## config.mk

```make
export PLATFORM = sky130hd
export DESIGN_NAME = arb_start_ctrl
export DESIGN_NICKNAME = d
export VERILOG_FILES = /design/src/rtl/arbst_pkg.sv /design/src/rtl/bus_free_filter.sv /design/src/rtl/arb_delay_timer.sv /design/src/rtl/arb_start_ctrl.sv
export SDC_FILE = /design/constraint.sdc
export NUM_CORES = 1
export LEC_CHECK = 0
export BUFFER_PORTS_ARGS = -buffer_cell sky130_fd_sc_hd__buf_2
export CAP_MARGIN = 15
export CORE_UTILIZATION = 40
export DETAILED_ROUTE_END_ITERATION = 8
export PLACE_DENSITY_LB_ADDON = 0.25
export SLEW_MARGIN = 20
export SYNTH_ARGS = -nofsm -noshare
export SYNTH_HDL_FRONTEND = slang
export SYNTH_SLANG_ARGS = --single-unit
```

## constraint.sdc

```tcl
create_clock -name clk -period 1.8 [get_ports clk]
set_input_delay 0.27 -clock clk [delete_from_list [all_inputs] [get_ports clk]]
set_output_delay 0.27 -clock clk [all_outputs]
set_load 0.02 [all_outputs]
```

## src/rtl/arbst_pkg.sv

```systemverilog
package arbst_pkg;

    typedef enum logic [1:0] {
        ST_IDLE    = 2'd0,
        ST_DRIVE   = 2'd1,
        ST_SETTLED = 2'd2
    } arb_state_e;

    // Round a time window up to whole clock cycles.
    function automatic int unsigned win_to_cycles(input int unsigned win_ps,
                                                  input int unsigned period_ps);
        return (win_ps + period_ps - 1) / period_ps;
    endfunction

endpackage

```

## src/rtl/bus_free_filter.sv

```systemverilog
module bus_free_filter #(
    parameter int unsigned QUIET_CYC = 50
) (
    input  logic clk,
    input  logic rst_n,
    input  logic bsy_in,
    output logic bus_free
);
    localparam int unsigned CW = $clog2(QUIET_CYC + 1);

    logic [CW-1:0] quiet_cnt;
    logic          full;

    assign full = (quiet_cnt == CW'(QUIET_CYC));

    always_ff @(posedge clk or negedge rst_n) begin
        if (!rst_n)
            quiet_cnt <= '0;
        else if (bsy_in)
            quiet_cnt <= '0;
        else if (!full)
            quiet_cnt <= quiet_cnt + CW'(1);
    end

    assign bus_free = full;


    bsy_clears_free_chk: assert property (@(posedge clk) disable iff (!rst_n)
        bsy_in |=> !bus_free);


    free_after_quiet_chk: assert property (@(posedge clk) disable iff (!rst_n)
        $rose(bus_free) |-> $past(!bsy_in));

endmodule

```

## src/rtl/arb_delay_timer.sv

```systemverilog
module arb_delay_timer #(
    parameter int unsigned DELAY_CYC = 275
) (
    input  logic clk,
    input  logic rst_n,
    input  logic run,
    output logic expired
);
    localparam int unsigned CW = $clog2(DELAY_CYC + 1);

    logic [CW-1:0] elapsed;

    assign expired = run && (elapsed == CW'(DELAY_CYC - 1));

    always_ff @(posedge clk or negedge rst_n) begin
        if (!rst_n)
            elapsed <= '0;
        else if (!run)
            elapsed <= '0;
        else if (!expired)
            elapsed <= elapsed + CW'(1);
    end


    timer_restart_chk: assert property (@(posedge clk) disable iff (!rst_n)
        $rose(run) |-> (elapsed == '0));

endmodule

```

## src/rtl/arb_start_ctrl.sv

```systemverilog
module arb_start_ctrl
    import arbst_pkg::*;
#(
    parameter int unsigned CLK_PERIOD_PS  = 8000,
    parameter int unsigned FREE_WINDOW_PS = 400000,
    parameter int unsigned ARB_WINDOW_PS  = 2200000
) (
    input  logic clk,
    input  logic rst_n,
    input  logic bsy_in,
    input  logic sel_in,
    input  logic arb_req,
    output logic bsy_oe,
    output logic bus_free,
    output logic arb_active,
    output logic delay_done
);
    localparam int unsigned FREE_CYC = win_to_cycles(FREE_WINDOW_PS, CLK_PERIOD_PS);
    localparam int unsigned ARB_CYC  = win_to_cycles(ARB_WINDOW_PS, CLK_PERIOD_PS);

    arb_state_e state, nxt;
    logic       free_q;
    logic       timer_run;
    logic       timer_exp;
    logic       start_ok;

    bus_free_filter #(.QUIET_CYC(FREE_CYC)) u_filter (
        .clk      (clk),
        .rst_n    (rst_n),
        .bsy_in   (bsy_in),
        .bus_free (free_q)
    );

    assign timer_run = (state == ST_DRIVE);

    arb_delay_timer #(.DELAY_CYC(ARB_CYC)) u_timer (
        .clk     (clk),
        .rst_n   (rst_n),
        .run     (timer_run),
        .expired (timer_exp)
    );

    assign start_ok = arb_req && free_q && !sel_in;

    always_ff @(posedge clk or negedge rst_n) begin
        if (!rst_n)
            state <= ST_IDLE;
        else
            state <= nxt;
    end

    always_comb begin
        nxt = state;
        unique case (state)
            ST_IDLE:    if (start_ok) nxt = ST_DRIVE;
            ST_DRIVE:   if (!arb_req) nxt = ST_IDLE;
                        else if (timer_exp) nxt = ST_SETTLED;
            ST_SETTLED: if (!arb_req) nxt = ST_IDLE;
            default:    nxt = ST_IDLE;
        endcase
    end

    always_comb begin
        bsy_oe     = 1'b0;
        arb_active = 1'b0;
        delay_done = 1'b0;
        unique case (state)
            ST_IDLE: ;
            ST_DRIVE: begin
                bsy_oe     = 1'b1;
                arb_active = 1'b1;
            end
            ST_SETTLED: begin
                bsy_oe     = 1'b1;
                arb_active = 1'b1;
                delay_done = 1'b1;
            end
            default: ;
        endcase
    end

    assign bus_free = free_q;


    start_needs_all_chk: assert property (@(posedge clk) disable iff (!rst_n)
        $rose(bsy_oe) |-> $past(arb_req && bus_free && !sel_in));


    release_chk: assert property (@(posedge clk) disable iff (!rst_n)
        !arb_req |=> !bsy_oe);


    done_hold_chk: assert property (@(posedge clk) disable iff (!rst_n)
        (delay_done && arb_req) |=> delay_done);


    done_after_drive_chk: assert property (@(posedge clk) disable iff (!rst_n)
        $rose(delay_done) |-> $past(bsy_oe && arb_req));

endmodule

```

==> impl_results.md, run 1 <==
- Outcome: complete, no violations
- GRT overflow: 0
- Drt total wl: about 1.7 mm
- Detail Placement HPWL: about 1.3 mm
- Number of max-cap violations: 0
- Pwr Total: a little over 1 mW
- Fillers: approximately 230
- Sequential fraction of the synthesis area: between 40% and 50%
- Die Footprint: roughly 2600 um2
- Final TNS setup: 0 ns
- Die Height: between 50 and 60 um
- Initial DRC count: 4
- TritonCTS Sinks: 17
- Final Instance Count excl. Fillers: about 130
- Fin. max-slew vios: 0
- Crit path kind: flop to output port
- Syn Area/Cell: around 10 um2
- Mapped cell area: 975.9 um2
- Mapped Nets: 106
- Port-buffer cells: 8
- Gr usage total: about 16%
- Hold path start: bsy_in
- Worst setup margin: about 0.15 ns
- FF-to-FF Start: u_timer.elapsed[0]
- VDD IR-drop max: ~0.58 mV
- Worst endpoint required time: roughly 1.5 ns
- HP Class: input port to flop
- Fmax: a little over 0.6 GHz
- RSZ-0062 raised after global routing: no
- Placed cell area: ~1100 um2
- Final setup violation count: 0
- WP data arrival: around 1.4 ns
- Max clock buf depth: 2
- Area fraction of the dominant cell type after synthesis: between 40% and 50%
- Vias: between 600 and 700
- Skew final: roughly 0.0031 ns
- Via density: between 5 and 6
- Rel. slew slack: 74.52%
- Static leakage: 0.5066 nW
- First-pass DRT Iterations: 3
- Tcrit/Tclk final: 91.80%
- Die extent in x: 51.40 um
- TritonCTS Buffers: 3
- Post-route ant nets: 0
- CP startpoint kind: flop
- Seq cells post-synth: 17
- Largest net degree at the start of global routing: 18
- Antenna cell count: 0
- Core area: 2255 um2
- # DRC: 0
- Initial antenna violation count: 0
- Io pins: 9
- Routability cong.: 0.7567
- Inst Count DP: 129
- Finished Core Util: between 40% and 50%
- Fin Hold WS: approximately 0.2 ns
- Clk root buf: clkbuf_4
- Layout cells sized above 1: approximately 20%
- Count of final hold-check violations: 0
- Cell taking the most area after synthesis: dfrtp_1
- Reg clk slew, reported paths: 0.10 ns
- Final Instance Area: 1097 um2
- Worst Path Max Fanout: 5
- Crit. Startpoint: u_filter.quiet_cnt[3]
- Pre-CTS setup slack: 0.1680 ns
- Post-CTS Setup Repair Bufs: 0
- Largest cells by area after synthesis: dfrtp_1, ha_1, xnor2_1
- CP endpoint kind: output port
- Std cell rows: 17
- Vias in the first global route: slightly below 700
- Layout area overhead: 12.44%
- Final nets: 120
- H-tree levels: 1
- First-pass GRT wire length: roughly 3.0 mm
- Initial Util: a little over two fifths
- Worst skew pair latency: just under 0.3 ns
- Distinct cells, synth: 32
- Yosys warns: 0
- Cells after synthesis: 93
- Tmin final: about 1.7 ns
- CTS tree: yes
- Wirelength per Cell: 12.80 um
- Power per Cell Area: 924.1 nW/um2
- Worst Tran Pin Value: ~0.38 ns
[state kept, by name, indices dropped and copies added (netlist names)]
register	cells
state	2
u_filter.quiet_cnt	6
u_timer.elapsed	9
[final cells by class]
| type | count | area [um2] | area share (%) |
|---|---|---|---|
| Inverter | 6 | 22.52 | 2.052 |
| Sequential cell | 17 | 425.4 | 38.77 |
| Timing Repair Buffer | 10 | 57.56 | 5.245 |
| Clock buffer | 4 | 26.28 | 2.395 |
| Tap cell | 28 | 35.03 | 3.193 |
| Multi-Input combinational cell | 69 | 530.5 | 48.35 |
[what timing repair did]
item,CTS,global route
hold endpoints to repair,17,0
hold buffers,1,0
endpoints found under the setup margin,1,1
gates resized for setup,1,1
[cells in the mapped netlist]
master	number
a211oi_1	1
a21bo_2	1
a21boi_0	3
a21oi_1	1
a31oi_1	1
and2_1	4
and2_4	1
and4b_1	1
and4bb_2	1
buf_4	1
dfrtp_1	17
ha_1	8
inv_1	6
mux2_4	1
nand2_1	7
nand2b_1	1
nand3_1	7
nand3b_1	1
nand4_1	1
nor2_1	6
nor2b_1	1
nor3b_1	2
nor4b_4	1
o211a_1	1
o211ai_2	1
o21a_1	1
o21ai_0	3
o2bb2ai_1	1
or2_2	1
or3_1	3
xnor2_1	6
xor2_1	2
[cell usage in the layout (no fill, tap or decap), drive strengths merged, types with 3 or more instances in the layout]
master / instances
a21boi: 3
and2: 5
buf: 9
clkbuf: 4
dfrtp: 17
ha: 8
inv: 6
nand2: 7
nand3: 7
nor2: 6
o21ai: 3
or3: 3
xnor2: 6
[report_power, final]
| group | switching [mW] | internal, mW | leakage, nW |
|---|---|---|---|
| clock network | 0.118 | 0.0861 | 0.0150 |
| registers | 0.0560 | 0.425 | 0.230 |
| logic | 0.168 | 0.161 | 0.261 |
| total | 0.342 | 0.672 | 0.507 |
[metal layers]
metal	vias up	GRT usage, %	wire length (um)
met5	-	0	0
met3	2	6.250	41
met4	0	4.054	16
met2	10	27.27	812
met1	326	19.14	845
li1	343	-	-
[final timing paths]
path / endpoint / slack (ns) / cells after the start
setup reg to reg: state[0] / 0.15 / 6
max in group asynchronous: state[1] / 1.11 / 2
hold / removal: u_filter.quiet_cnt[2] / 0.20 / 2
min in group asynchronous: u_timer.elapsed[6] / 0.42 / 2
setup / recovery: bus_free / 0.15 / 4
hold reg to reg: state[1] / 0.56 / 1
[worst max-delay path, cell delays in order (launching register included)]
cell and delay, ns:
dfrtp_1 0.44, nor3b_2 0.26, nand3_2 0.17, inv_1 0.07
buf_2 0.15
[kinds of logic (layout without fill, tap and decap cells)]
kind of cell    count (synthesis)  in the layout  share of synthesized area [%]
compound gates                 14             14                          10.77
xor+xnor                        8              8                          7.180
fa+ha+maj                       8              8                          10.26
buf+inv                         7             20                          3.077
flops                          17             17                          43.59
mux                             1              1                          1.538
simple gates                   38             38                          23.59
(Power assumes the default switching activity.)
==> inputs of run 2 (changes only) <==
--- a/config.mk
+++ b/config.mk
@@ -10,6 +10,7 @@
 export CORE_UTILIZATION = 40
 export DETAILED_ROUTE_END_ITERATION = 8
 export PLACE_DENSITY_LB_ADDON = 0.25
+export REMOVE_ABC_BUFFERS = 1
 export SLEW_MARGIN = 20
 export SYNTH_ARGS = -nofsm -noshare
 export SYNTH_HDL_FRONTEND = slang
==> impl_results.md, run 2 (synthesis gave the netlist of run 1 again) <==
- Metal3 WL: a little over 40 um
- # DRC: 0
- DR WL met2: about 800 um
- Reg clk slew, reported paths: 0.11 ns
- Crit path kind: flop to output port
- Worst skew pair latency: 0.29 ns
- Die extent in x: a little over 50 um
- GRT overflow: 0
- Tmin final: roughly 1.7 ns
- CTS tree: yes
- Port-buffer cells: 8
- Tcrit/Tclk final: between 90% and 100%
- Io pins: 9
- WP data arrival: between 1 and 1.5 ns
- Vias: ~700
- Rel. slew slack: 74.12%
- CP top delay family: flip-flops
- Initial Util: ~43%
- Via density: 5.216
- Crit. Startpoint: u_filter.quiet_cnt[3]
- Worst Path Max Fanout: 5
- RR Endpoint: state[0]
- RSZ-0062 raised after global routing: no
- Count of final hold-check violations: 0
- Max clock buf depth: 2
- Largest net degree at the start of global routing: 18
- Worst Tran Pin Value: 0.3881 ns
- Final TNS setup: 0 ns
- Worst endpoint required time: 1.53 ns
- Routability cong.: just over 0.7
- Pre-CTS setup slack: 0.1488 ns
- Max FFs per register: 9
- Number of max-cap violations: 0
- Hold Path Stages: 2
- Worst setup margin: 0.1372 ns
- TritonCTS Buffers: 3
- Layout area overhead: 12.82%
- Detail Placement HPWL: around 1.3 mm
- Fmax: 0.6014 GHz
- Fin. max-slew vios: 0
- Most flops, register: u_timer.elapsed
- Top sig layer: met4
- First-pass DRT Iterations: 4
- Wirelength per Cell: between 10 and 15 um
- Die Height: 51.40 um
- CP startpoint kind: flop
- Most frequent cells in the layout: dfrtp_1, ha_1, buf_2, nand2_1
- Commonest non-fill, non-tap cell in the layout: dfrtp_1
- Crit path buf inv count: 2
- Layout cells sized above 1: between 20% and 30%
- Hold path start: bsy_in
- Static leakage: around 0.51 nW
- Drt total wl: 1.631 mm
- Critical-path cell list: nor3b_2 -> nand3_2 -> inv_1 -> buf_2
- Skew final: 0.007205 ns
- Reg2reg path depth: 6
- Post-route ant nets: 0
- Met1 wire length: 785 um
- FF-to-FF Start: u_timer.elapsed[0]
- Final nets: 120
- HP Class: input port to flop
- Slowest CP cell: dfrtp_1
- Outcome: complete, no violations
- Power per Cell Area: ~920 nW/um2
- Die Footprint: about 2600 um2
- First-pass GRT wire length: slightly above 3 mm
- Initial DRC count: 14
- VDD IR-drop max: just under 0.6 mV
- Critical path's largest stage delay: roughly 0.44 ns
- Gr usage total: 16.00%
- Final setup violation count: 0
- Core area: 2255 um2
- H-tree levels: 1
- Clk root buf: clkbuf_4
- Hold EP: u_filter.quiet_cnt[2]
- Initial antenna violation count: 0
- Vias in the first global route: about 700
- Regs by FF count: u_timer.elapsed: 9 flops, u_filter.quiet_cnt: 6 flops, state: 2 flops
- Antenna cell count: 0
- TritonCTS Sinks: 17
- Std cell rows: 17
- CP endpoint kind: output port
- Reg2Reg Setup Slack: roughly 0.15 ns
[run 2: changes by cell type in the layout (fill, tap and decap cells not counted), sizes merged]
cell      delta
clkbuf       -1
clkinvlp     +1
[run 2: per-layer routing]
metal | track usage, % | vias up
met4 | 8.108 | 0
met2 | 26.41 | 10
li1 | - | 346
met1 | 19.36 | 341
met5 | 0 | -
met3 | 3.571 | 2
[run 2: stage by stage]
stage	hold WS [ns]	total power [mW]	std cells	cell area [um2]	utilization (%)
5_1_grt	0.1999	1.081	134	1101	48.83
4_1_cts	0.2046	1.024	134	1096	48.61
6_report	0.2038	1.008	134	1101	48.83
2_1_floorplan	-0.02559	0.7188	92	968.4	-
3_5_place_dp	0.2216	0.8097	129	1051	46.61
3_3_place_gp	0.2235	0.8020	129	1051	46.61
[run 2: final cells by class]
type	count	area, um2
repair buffers	10	57.56
clock buffers	3	22.52
flip-flops and latches	17	425.4
well taps	28	35.03
clock inverters	1	7.507
multi-input cells	69	530.5
inverters	6	22.52
fillers	243	1154
[run 2: worst max path at each step]
stage                    end  slack, ns  cells past startpoint
finish              bus_free       0.14                      4
CTS                 bus_free       0.05                      4
detailed placement  state[0]       0.15                      6
floorplan           state[0]       0.24                      6
global route        bus_free       0.02                      4
global placement    state[0]       0.22                      6
[run 2: worst register-to-register path, stage by stage, from the launching register on]
cell	delay, ns
dfrtp_1	0.42
inv_1	0.06
ha_1	0.19
and4bb_2	0.24
and2_4	0.18
o211ai_2	0.15
mux2_4	0.31
[run 2: power breakdown]
group	switching (mW)	leakage (nW)	internal [mW]
Clock	0.126	0.0139	0.0844
Sequential	0.0545	0.230	0.425
Combinational	0.158	0.261	0.161
Total	0.339	0.506	0.670
[run 2: timing repair]
| item | 4_1_cts | 5_1_grt |
|---|---|---|
| setup endpoints to repair | 1 | 1 |
| setup buffers | 0 | 0 |
| hold endpoints to repair | 17 | 0 |
| gates resized for setup | 1 | 1 |
| hold buffers | 1 | 0 |
